File: src/rtl/pfh_pkg.sv
package pfh_pkg;

    typedef enum logic [3:0] {
        ST_IDLE, ST_LOAD, ST_DRAIN, ST_SETUP, ST_PICK,
        ST_PLACE, ST_STROBE, ST_RELEASE, ST_FINISH
    } pfh_state_e;

    typedef enum logic [1:0] {
        K_START, K_COUNT, K_DATA, K_CARRIER
    } pfh_kind_e;

    typedef enum logic [1:0] {
        STAT_OK = 2'd0, STAT_TIMEOUT = 2'd1, STAT_TOO_LONG = 2'd2
    } pfh_status_e;

    localparam logic [7:0] START_CODE = 8'h02;
    localparam int         GROUP      = 7;

    // One reflected 4-bit step of the x^16+x^12+x^5+1 CRC
    function automatic logic [15:0] crc_nibble(logic [15:0] c, logic [3:0] nib);
        logic [15:0] idx;
        idx = {12'd0, c[3:0] ^ nib};
        return (c >> 4) ^ (idx * 16'h1081);
    endfunction

    function automatic logic [15:0] crc_byte(logic [15:0] c, logic [7:0] b);
        return crc_nibble(crc_nibble(c, b[3:0]), b[7:4]);
    endfunction

endpackage

File: src/rtl/pfh_crc_acc.sv
module pfh_crc_acc
    import pfh_pkg::*;
(
    input  logic       clk,
    input  logic       rst_n,
    input  logic       clear,
    input  logic       en,
    input  logic [7:0] din,
    output logic [7:0] crc_lo
);
    logic [15:0] crc_q;

    always_ff @(posedge clk) begin
        if (!rst_n)
            crc_q <= 16'd0;
        else if (clear)
            crc_q <= en ? crc_byte(16'd0, din) : 16'd0;
        else if (en)
            crc_q <= crc_byte(crc_q, din);
    end

    assign crc_lo = crc_q[7:0];
endmodule

File: src/rtl/pfh_frame_buf.sv
module pfh_frame_buf #(
    parameter int DEPTH = 110,
    parameter int AW    = 7
) (
    input  logic          clk,
    input  logic          we,
    input  logic [AW-1:0] waddr,
    input  logic [7:0]    wdata,
    input  logic [AW-1:0] raddr,
    output logic [7:0]    rdata
);
    logic [7:0] mem [DEPTH];

    always_ff @(posedge clk) begin
        if (we && (waddr < AW'(DEPTH)))
            mem[waddr] <= wdata;
    end

    assign rdata = (raddr < AW'(DEPTH)) ? mem[raddr] : 8'd0;
endmodule

File: src/rtl/pfh_cycle_cnt.sv
module pfh_cycle_cnt #(
    parameter int W = 20
) (
    input  logic         clk,
    input  logic         rst_n,
    input  logic         clear,
    output logic [W-1:0] value
);
    always_ff @(posedge clk) begin
        if (!rst_n || clear)
            value <= '0;
        else if (value != '1)
            value <= value + 1'b1;
    end
endmodule

File: src/rtl/pfh_tx.sv
module pfh_tx
    import pfh_pkg::*;
#(
    parameter int MAX_PAYLOAD    = 110,
    parameter int TIMEOUT_CYCLES = 4096,
    parameter int DLY_W          = 20
) (
    input  logic             clk,
    input  logic             rst_n,
    input  logic [DLY_W-1:0] setup_cycles,
    input  logic             s_valid,
    output logic             s_ready,
    input  logic [7:0]       s_data,
    input  logic             s_last,
    output logic [7:0]       bus_data,
    output logic             host_busy,
    output logic             strobe,
    input  logic             ack,
    output logic             busy,
    output logic             done,
    output logic [1:0]       status
);
    localparam int AW   = $clog2(MAX_PAYLOAD + 2);
    localparam int TO_W = $clog2(TIMEOUT_CYCLES + 1);
    localparam int TW   = (DLY_W > TO_W) ? DLY_W : TO_W;
    localparam logic [AW-1:0] MAX_N   = AW'(MAX_PAYLOAD);
    localparam logic [TW-1:0] TO_LAST = TW'(TIMEOUT_CYCLES - 1);

    pfh_state_e  state_q, state_d;
    pfh_kind_e   kind_q;
    pfh_status_e stat_q, stat_d;
    logic [AW-1:0] wcount_q, n_q, idx_q;
    logic [2:0]    grp_q;
    logic [6:0]    carrier_q;
    logic [7:0]    bus_q, rd_byte, crc_lo, cur_byte, count_byte;
    logic [AW:0]   m_total;
    logic [TW-1:0] tmr;
    logic          beat, loading, wr_en, overflow, tmr_clr, last_carrier;

    assign beat     = s_valid && s_ready;
    assign loading  = (state_q == ST_IDLE) || (state_q == ST_LOAD);
    assign wr_en    = beat && loading && (wcount_q < MAX_N);
    assign overflow = beat && loading && (wcount_q == MAX_N);
    assign m_total  = {1'b0, n_q} + 1'b1;
    assign count_byte   = 8'(m_total + (m_total + 6) / GROUP);
    assign cur_byte     = (idx_q == n_q) ? crc_lo : rd_byte;
    assign last_carrier = (kind_q == K_CARRIER) && (idx_q == n_q);
    assign tmr_clr      = (state_d != state_q);

    pfh_frame_buf #(.DEPTH(MAX_PAYLOAD), .AW(AW)) u_buf (
        .clk(clk), .we(wr_en), .waddr(wcount_q), .wdata(s_data),
        .raddr(idx_q), .rdata(rd_byte)
    );

    pfh_crc_acc u_crc (
        .clk(clk), .rst_n(rst_n), .clear(state_q == ST_IDLE),
        .en(wr_en), .din(s_data), .crc_lo(crc_lo)
    );

    pfh_cycle_cnt #(.W(TW)) u_tmr (
        .clk(clk), .rst_n(rst_n), .clear(tmr_clr), .value(tmr)
    );

    // Next state
    always_comb begin
        state_d = state_q;
        stat_d  = stat_q;
        unique case (state_q)
            ST_IDLE, ST_LOAD: begin
                if (overflow) begin
                    stat_d  = STAT_TOO_LONG;
                    state_d = s_last ? ST_FINISH : ST_DRAIN;
                end else if (beat) begin
                    state_d = s_last ? ST_SETUP : ST_LOAD;
                end
            end
            ST_DRAIN:   if (beat && s_last) state_d = ST_FINISH;
            ST_SETUP: begin
                stat_d = STAT_OK;
                if (tmr >= TW'(setup_cycles)) state_d = ST_PICK;
            end
            ST_PICK:    state_d = ST_PLACE;
            ST_PLACE:   state_d = ST_STROBE;
            ST_STROBE: begin
                if (ack) state_d = ST_RELEASE;
                else if (tmr == TO_LAST) begin
                    state_d = ST_FINISH;
                    stat_d  = STAT_TIMEOUT;
                end
            end
            ST_RELEASE: begin
                if (!ack) state_d = last_carrier ? ST_FINISH : ST_PICK;
                else if (tmr == TO_LAST) begin
                    state_d = ST_FINISH;
                    stat_d  = STAT_TIMEOUT;
                end
            end
            ST_FINISH:  state_d = ST_IDLE;
            default:    state_d = ST_IDLE;
        endcase
    end

    // State register
    always_ff @(posedge clk) begin
        if (!rst_n) state_q <= ST_IDLE;
        else        state_q <= state_d;
    end

    // Frame datapath
    always_ff @(posedge clk) begin
        if (!rst_n) begin
            stat_q    <= STAT_OK;
            kind_q    <= K_START;
            wcount_q  <= '0;
            n_q       <= '0;
            idx_q     <= '0;
            grp_q     <= '0;
            carrier_q <= '0;
            bus_q     <= '0;
        end else begin
            stat_q <= stat_d;
            case (state_q)
                ST_IDLE, ST_LOAD: begin
                    if (wr_en) wcount_q <= wcount_q + 1'b1;
                    if (beat && s_last && !overflow) n_q <= wcount_q + 1'b1;
                end
                ST_SETUP: kind_q <= K_START;
                ST_PICK: begin
                    unique case (kind_q)
                        K_START:   bus_q <= START_CODE;
                        K_COUNT:   bus_q <= count_byte;
                        K_DATA: begin
                            bus_q     <= {1'b0, cur_byte[6:0]};
                            carrier_q <= ((grp_q == 3'd0) ? 7'd0 : carrier_q)
                                       | (cur_byte[7] ? (7'h40 >> grp_q) : 7'd0);
                        end
                        K_CARRIER: bus_q <= {1'b0, carrier_q};
                        default:   bus_q <= '0;
                    endcase
                end
                ST_RELEASE: begin
                    if (!ack) begin
                        unique case (kind_q)
                            K_START: kind_q <= K_COUNT;
                            K_COUNT: begin
                                kind_q <= K_DATA;
                                idx_q  <= '0;
                                grp_q  <= '0;
                            end
                            K_DATA: begin
                                if (grp_q == 3'(GROUP - 1) || idx_q == n_q)
                                    kind_q <= K_CARRIER;
                                else begin
                                    idx_q <= idx_q + 1'b1;
                                    grp_q <= grp_q + 1'b1;
                                end
                            end
                            K_CARRIER: begin
                                kind_q <= K_DATA;
                                idx_q  <= idx_q + 1'b1;
                                grp_q  <= '0;
                            end
                            default: kind_q <= K_START;
                        endcase
                    end
                end
                ST_FINISH: wcount_q <= '0;
                default: ;
            endcase
        end
    end

    // Outputs
    always_comb begin
        s_ready   = (state_q == ST_IDLE) || (state_q == ST_LOAD) || (state_q == ST_DRAIN);
        host_busy = (state_q == ST_SETUP) || (state_q == ST_PICK) || (state_q == ST_PLACE)
                 || (state_q == ST_STROBE) || (state_q == ST_RELEASE);
        strobe    = (state_q == ST_STROBE);
        busy      = (state_q != ST_IDLE);
        done      = (state_q == ST_FINISH);
        status    = stat_q;
        bus_data  = bus_q;
    end

    a_r1_strobe_in_busy: assert property (@(posedge clk) disable iff (!rst_n)
        strobe |-> host_busy);
    a_r4_data_stable: assert property (@(posedge clk) disable iff (!rst_n)
        strobe |=> (!strobe || $stable(bus_data)));
    a_r4_drop_after_ack: assert property (@(posedge clk) disable iff (!rst_n)
        ($fell(strobe) && host_busy) |-> $past(ack));
    a_r5_top_bit_clear: assert property (@(posedge clk) disable iff (!rst_n)
        strobe |-> !bus_data[7]);
    a_r10_no_accept_while_sending: assert property (@(posedge clk) disable iff (!rst_n)
        host_busy |-> !s_ready);
    a_r11_done_single: assert property (@(posedge clk) disable iff (!rst_n)
        done |=> !done);
endmodule

File: config.mk
export PLATFORM = sky130hd
export DESIGN_NAME = pfh_tx
export DESIGN_NICKNAME = d
export VERILOG_FILES = /design/src/rtl/pfh_pkg.sv /design/src/rtl/pfh_crc_acc.sv /design/src/rtl/pfh_frame_buf.sv /design/src/rtl/pfh_cycle_cnt.sv /design/src/rtl/pfh_tx.sv
export SDC_FILE = /design/constraint.sdc
export NUM_CORES = 1
export LEC_CHECK = 0
export ABC_AREA = 1
export BUFFER_PORTS_ARGS = -buffer_cell sky130_fd_sc_hd__buf_2
export CAP_MARGIN = 20
export CELL_PAD_IN_SITES_DETAIL_PLACEMENT = 1
export CELL_PAD_IN_SITES_GLOBAL_PLACEMENT = 1
export CORE_AREA = 2 2 359 361
export CTS_CLUSTER_SIZE = 24
export DETAILED_ROUTE_END_ITERATION = 12
export DIE_AREA = 0 0 361 363
export PLACE_DENSITY = 0.59
export SYNTH_ARGS = -nofsm -noshare
export SYNTH_HDL_FRONTEND = slang
export SYNTH_HIERARCHICAL = 1
export SYNTH_SLANG_ARGS = --single-unit
export TNS_END_PERCENT = 1
File: constraint.sdc
create_clock -name clk -period 14.75 [get_ports clk]
set_clock_uncertainty 0.05 [all_clocks]
set_input_delay 0.7375 -clock clk [delete_from_list [all_inputs] [get_ports clk]]
set_output_delay 0.7375 -clock clk [all_outputs]
set_load 0.01 [all_outputs]
==> results.cfg, run 1 <==
[clock_tree]
cts_buffers = 108
clkSinkCount = 963
clockRootBuffer = clkbuf_16
clk_latency_ps = 700
clock_path_buffers = 3
postCtsSetupBuffers = 0
postCtsHoldBufs = 0
cts.htree.levels = 3
cts-resized-gates = 0
cts_tree = yes
cts.clk_slew.worst_paths_ps = 60

[final_layout]
area_growth_pct = 11.1
finalNetCount = 4613
antenna_cells = 0
drive_above_1_share = 0.0753
final_area_mm2 = 0.0490
stdcell_count = 6285
post-route-util = 0.386

[critical_path]
rr_worst_depth = 46
critPathSlowestCell = dfxtp_1
worstSetupStartpointType = register
reg2reg_slack_ps = 8450
worstPathRequired_ps = 15310
worstPathMaxFanout = 10
endpoint = bus_data[6]$_SDFFE_PN0P_
cp-end-kind = register
timing.rr.start = n_q[0]$_SDFFE_PN0P_
crit_path_start = n_q[0]$_SDFFE_PN0P_
cp.arrival_ps = 6860
crit_type = reg -> reg
slowest_delay_ps = 550
reg2reg_to = bus_data[6]$_SDFFE_PN0P_

[yosys]
synth_area_leaders = edfxtp_1 (60%), nand2_1 (11%), nor2_1 (4.9%)
yosys_warnings = 6
avgSynthCellArea_um2 = 9.74
yosys-top-cells-count = nand2_1 (1338), edfxtp_1 (880), nor2_1 (575)
seq_area_frac_synth = 0.636
synth_cell_types = 58
synth_ff_type = edfxtp_1
synthMostInstantiatedCell = nand2_1
syn_inst = 4533
syn_area_mm2 = 0.0441
synth_top_cell_by_area = edfxtp_1
ys_seq_elements = 963
async_flop_share = 0
synth_edf_count = 880
synth_top_area_share = 0.599

[timing]
layout_min_cycle_time_ps = 6300
post-route-period-util = 0.427
max_freq_mhz = 159
hold_viol = 0
slew_headroom = 0.351
worst_pin_slew_ps = 970
finalSetupViolCount = 0
tns_ps = 0
rsz0062_at_grt = no
finalMaxSlewViolations = 0

[placement]
gp_congestion = 0.783
placedInstanceArea_mm2 = 0.0456
portBuffers = 47
dp_hpwl_mm = 81.0
dp.cells = 6087

[flow_run]
maxCapViolCount = 0

[power]
finalPower_uw = 6070
ir_worst_vdd_v = 0.0000768
power_frac_comb = 0.070
power.switching_uw = 1450
pwr-share-seq = 0.499
powerDensity_mw_per_mm2 = 124
p_leak_uw = 0.0191
clockPowerShare = 0.431
internal_power_uw = 4610
swShare = 0.239

[floorplan]
die_h_um = 363
start_util = 0.347
dieWidth_um = 361
ios = 48
rows = 131
die_area_mm2 = 0.131
core_mm2 = 0.127

[detailed_routing]
drt_pass1_iterations = 5
avgRoutedWirePerCell_um = 21.1
dr_total_vias = 31225
drc = 0
via_per_inst = 4.97
drt_iter0_drc = 1803
postRouteWirelength_mm = 132
ant_nets = 0

[global_routing]
grt_max_degree = 158
grt_usage = 0.202
grt_pass1_wl_mm = 201
antenna_found_initial = 1
grt-ovfl-total = 0
grt_pass1_vias = 32287

[run_status]
status = completed

[worst_hold_path]
hold_path_class = in -> reg
[layout by cell type, fill, tap and decap left out, types with 43 or more instances in the layout]
cell type,Yosys,routed
nor2_1,575,575
edfxtp_1,880,880
nand2_1,1338,1338
o21ai_0,175,175
a21oi_1,109,109
nand3_1,387,387
clkbuf_16,0,111
inv_1,431,429
o21ai_1,50,50
dfxtp_1,83,80
ha_1,43,43
buf_4,55,56
[layer usage]
layer	share of wire	wire length (um)	track usage	up-vias
met4	0.028	3660	0.0579	0
met2	0.49	65500	0.354	445
met5	0	0	0	-
met3	0.033	4440	0.0234	182
met1	0.44	58900	0.264	15638
li1	-	-	-	14960
[worst min path at each step]
stage	depth (start not counted)	start	endpoint	slack, ps
floorplan	2	carrier_q[4]$_SDFFE_PN0P_	carrier_q[4]$_SDFFE_PN0P_	380
global placement	2	status[0]$_SDFFE_PN0P_	status[0]$_SDFFE_PN0P_	390
detailed placement	2	status[0]$_SDFFE_PN0P_	status[0]$_SDFFE_PN0P_	390
CTS	4	ack	kind_q[0]$_SDFFE_PN0P_	280
global route	1	s_data[1]	u_buf/mem[92][1]$_DFFE_PP_	330
finish	4	ack	kind_q[0]$_SDFFE_PN0P_	340
[logic make-up (layout without fill, tap and decap cells)]
| logic type | count (synthesis) | count (layout) | share of synthesized area |
|---|---|---|---|
| and+or+nand+nor | 2427 | 2427 | 0.227 |
| adders and majority gates | 44 | 44 | 0.0126 |
| DFF | 963 | 963 | 0.636 |
| other | 1 | 2 | 0.0000850 |
| buffers and inverters | 669 | 758 | 0.0682 |
| xor gates and xnor gates | 32 | 32 | 0.00635 |
| AOI/OAI and AO/OA | 397 | 397 | 0.0490 |
[state kept, by name, indices dropped and copies added (netlist names), 3 cells and up, named ones only]
| register | flops |
|---|---|
| u_buf/mem | 880 |
| state_q | 4 |
| u_crc/crc_q | 16 |
| carrier_q | 6 |
| n_q | 7 |
| u_tmr/value | 20 |
| bus_data | 8 |
| idx_q | 7 |
| grp_q | 3 |
| wcount_q | 7 |
[power groups by stage]
| stage | Sequential (uW) | Combinational (uW) | Clock (uW) |
|---|---|---|---|
| after floorplan | 3070 | 271 | 0 |
| after global placement | 3090 | 422 | 0 |
| after detailed placement | 3090 | 430 | 0 |
| after CTS | 3030 | 432 | 2680 |
| after global routing | 3030 | 477 | 2780 |
| final | 3030 | 425 | 2610 |
[layout make-up]
cell class / count / area, um2
Tap cell: 1662 / 2080
Fill cell: 14299 / 78000
Clock buffer: 139 / 2880
Timing Repair Buffer: 98 / 671
Inverter: 463 / 1760
Sequential cell: 963 / 28100
Multi-Input combinational cell: 2902 / 13100
Clock inverter: 58 / 498
[critical path: cells and delay by family (launching register included)]
kind	cells	cell delay (ps)
compound gates	7	1240
simple gates	24	2400
flops	1	550
buf+inv	10	820
fa+ha+maj	5	1130
[per-stage QoR]
step | setup WS [ps] | hold slack [ps]
6_report | 8450 | 338
5_1_grt | 7650 | 329
4_1_cts | 8400 | 279
3_5_place_dp | 8430 | 389
3_3_place_gp | 8560 | 388
2_1_floorplan | 9500 | 379
(Power assumes the default switching activity.)
==> run 2, diff against run 1 <==
Settings changed: PLACE_DENSITY 0.59 to 0.61.
Clock period 14.75 ns to 5.29 ns, I/O delays scaled along.
==> run 2 against run 1 <==
Against the previous run: the run now ends with negative setup slack left; maximum frequency increased by 16%; hold slack lost 300 ps; combinational power rose to 3.6 times the previous value; die area stayed put; register-to-register slack worse by 8600 ps; first-iteration DRC count up 20%; global-route usage rose by 0.17 points; total power grew to 2.9 times the previous value; clock power increased to 2.8 times the previous value; clock-buffer cell count rose by 3; via count up 2.6%; critical path depth down 4; critical endpoint unchanged; largest power group unchanged; highest routed layer unchanged.
==> results.cfg, run 2 (synthesis gave the netlist of run 1 again) <==
[run_status]
status = complete, but fails checks
violations = negative setup slack

[critical_path]
worstPathRequired_ps = 5850
slowest_delay_ps = 370
worstSetupPathDepth = 42
critPathSlowestCell = dfxtp_2
timing.rr.start = n_q[0]$_SDFFE_PN0P_
worstSetupStartpointType = register
reg2reg_to = bus_data[6]$_SDFFE_PN0P_
rr_worst_depth = 42
worstPathMaxFanout = 3
cp-end-kind = register
crit_type = reg -> reg
endpoint = bus_data[6]$_SDFFE_PN0P_
cp.arrival_ps = 6010
reg2reg_slack_ps = -160
worst-path-buf-inv = 17
crit_family = buffers and inverters
crit_top_cell = buf_4
crit_path_start = n_q[0]$_SDFFE_PN0P_

[final_layout]
post-route-util = 0.396
antenna_cells = 0
regMostFlops = u_buf/mem
finalNetCount = 4703
final_area_mm2 = 0.0503
layout_common_cells = nand2_1 (1324), edfxtp_1 (880), nor2_1 (567)
drive_above_1_share = 0.104
layout_commonest_cell = nand2_1
area_growth_pct = 13.9
largestRegisters = u_buf/mem x880, u_tmr/value x20, u_crc/crc_q x16
fillCellCount = 14263
largest_register_ffs = 880

[timing]
finalSetupViolCount = 3
slew_headroom = 0.298
hold_viol = 0
hold_ws_ps = 38.6
layout_min_cycle_time_ps = 5450
post-route-period-util = 1.03
fin_ws_ps = -161
finalMaxSlewViolations = 0
rsz0062_at_grt = yes
max_freq_mhz = 183
worst_pin_slew_ps = 1050

[power]
finalPower_uw = 17300
powerDensity_mw_per_mm2 = 344
p_leak_uw = 0.0197
ir_worst_vdd_v = 0.000270

[global_routing]
grt_max_degree = 124
grt_usage = 0.204
grt-ovfl-total = 0
grt_pass1_wl_mm = 204
grt_pass1_vias = 33238
antenna_found_initial = 1

[worst_hold_path]
holdPathStages = 1
hold_path_class = in -> reg
hp-start = s_data[5]

[detailed_routing]
drt_pass1_iterations = 5
wl_met3_mm = 5.39
highest_layer = met4
postRouteWirelength_mm = 135
drt-met1-wl_mm = 59.9
dr_total_vias = 32050
avgRoutedWirePerCell_um = 21.1
drt_iter0_drc = 2157
wl_met2_mm = 65.5
ant_nets = 0
via_per_inst = 5.02
drc = 0

[clock_tree]
cts.clk_slew.worst_paths_ps = 60
clk_latency_ps = 700
clockRootBuffer = clkbuf_16
cts_tree = yes
cts_buffers = 110
cts.htree.levels = 3
clkSinkCount = 963
clock_path_buffers = 3

[floorplan]
ios = 48
rows = 131
die_area_mm2 = 0.131
die_h_um = 363
dieWidth_um = 361
start_util = 0.347
core_mm2 = 0.127

[flow_run]
maxCapViolCount = 0

[placement]
placedInstanceArea_mm2 = 0.0462
dp_hpwl_mm = 82.7
gp_congestion = 0.820
portBuffers = 47
## run 2: how the worst min path moves through the flow
stage               slack [ps]                         end
global placement           390      status[0]$_SDFFE_PN0P_
CTS                          2       state_q[3]$_SDFF_PN0_
finish                      40  u_buf/mem[47][5]$_DFFE_PP_
floorplan                  310   u_buf/mem[0][0]$_DFFE_PP_
global route                30  u_buf/mem[46][5]$_DFFE_PP_
detailed placement         390      status[0]$_SDFFE_PN0P_
## run 2: area by class of cell
cell class,count,area [um2],share of cell area
Sequential cell,963,28100,0.559
Multi-Input combinational cell,2902,13400,0.266
Clock buffer,142,2950,0.0586
Tap cell,1662,2080,0.0414
Inverter,463,1760,0.0350
Timing Repair Buffer,186,1510,0.0300
Clock inverter,63,489,0.00973
## run 2: stage by stage
stage	setup WS, ps	cells	TNS (ps)
final	-161	6381	-318
after global placement	-243	6138	-357
after detailed placement	-404	6139	-805
after floorplan	44.1	4534	0
after global routing	-519	6381	-1960
after CTS	0.0595	6376	0
## run 2: power by group
group / internal [uW] / total, uW / switching [uW]
Clock: 4240 / 7370 / 3130
Sequential: 8360 / 8440 / 76.9
Combinational: 545 / 1510 / 966
## run 2: per-layer routing
| layer | up-vias | track usage |
|---|---|---|
| met5 | - | 0 |
| met2 | 578 | 0.352 |
| met3 | 199 | 0.0266 |
| met4 | 0 | 0.0584 |
| li1 | 15146 | - |
| met1 | 16127 | 0.267 |
## run 2: worst reg2reg max path: cells and delay by family (launching register included)
family,cells,cell delay [ps]
DFF,1,370
adders and majority gates,4,760
buffers and inverters,17,1890
AOI/OAI and AO/OA,4,620
and+or+nand+nor,17,1670
## run 2: repair_timing
action	4_1_cts	5_1_grt
hold endpoints to repair	63	0
pin swaps	35	37
hold buffers	5	0
setup endpoints to repair	4	6
buffers inserted	27	5
resized for setup	52	37
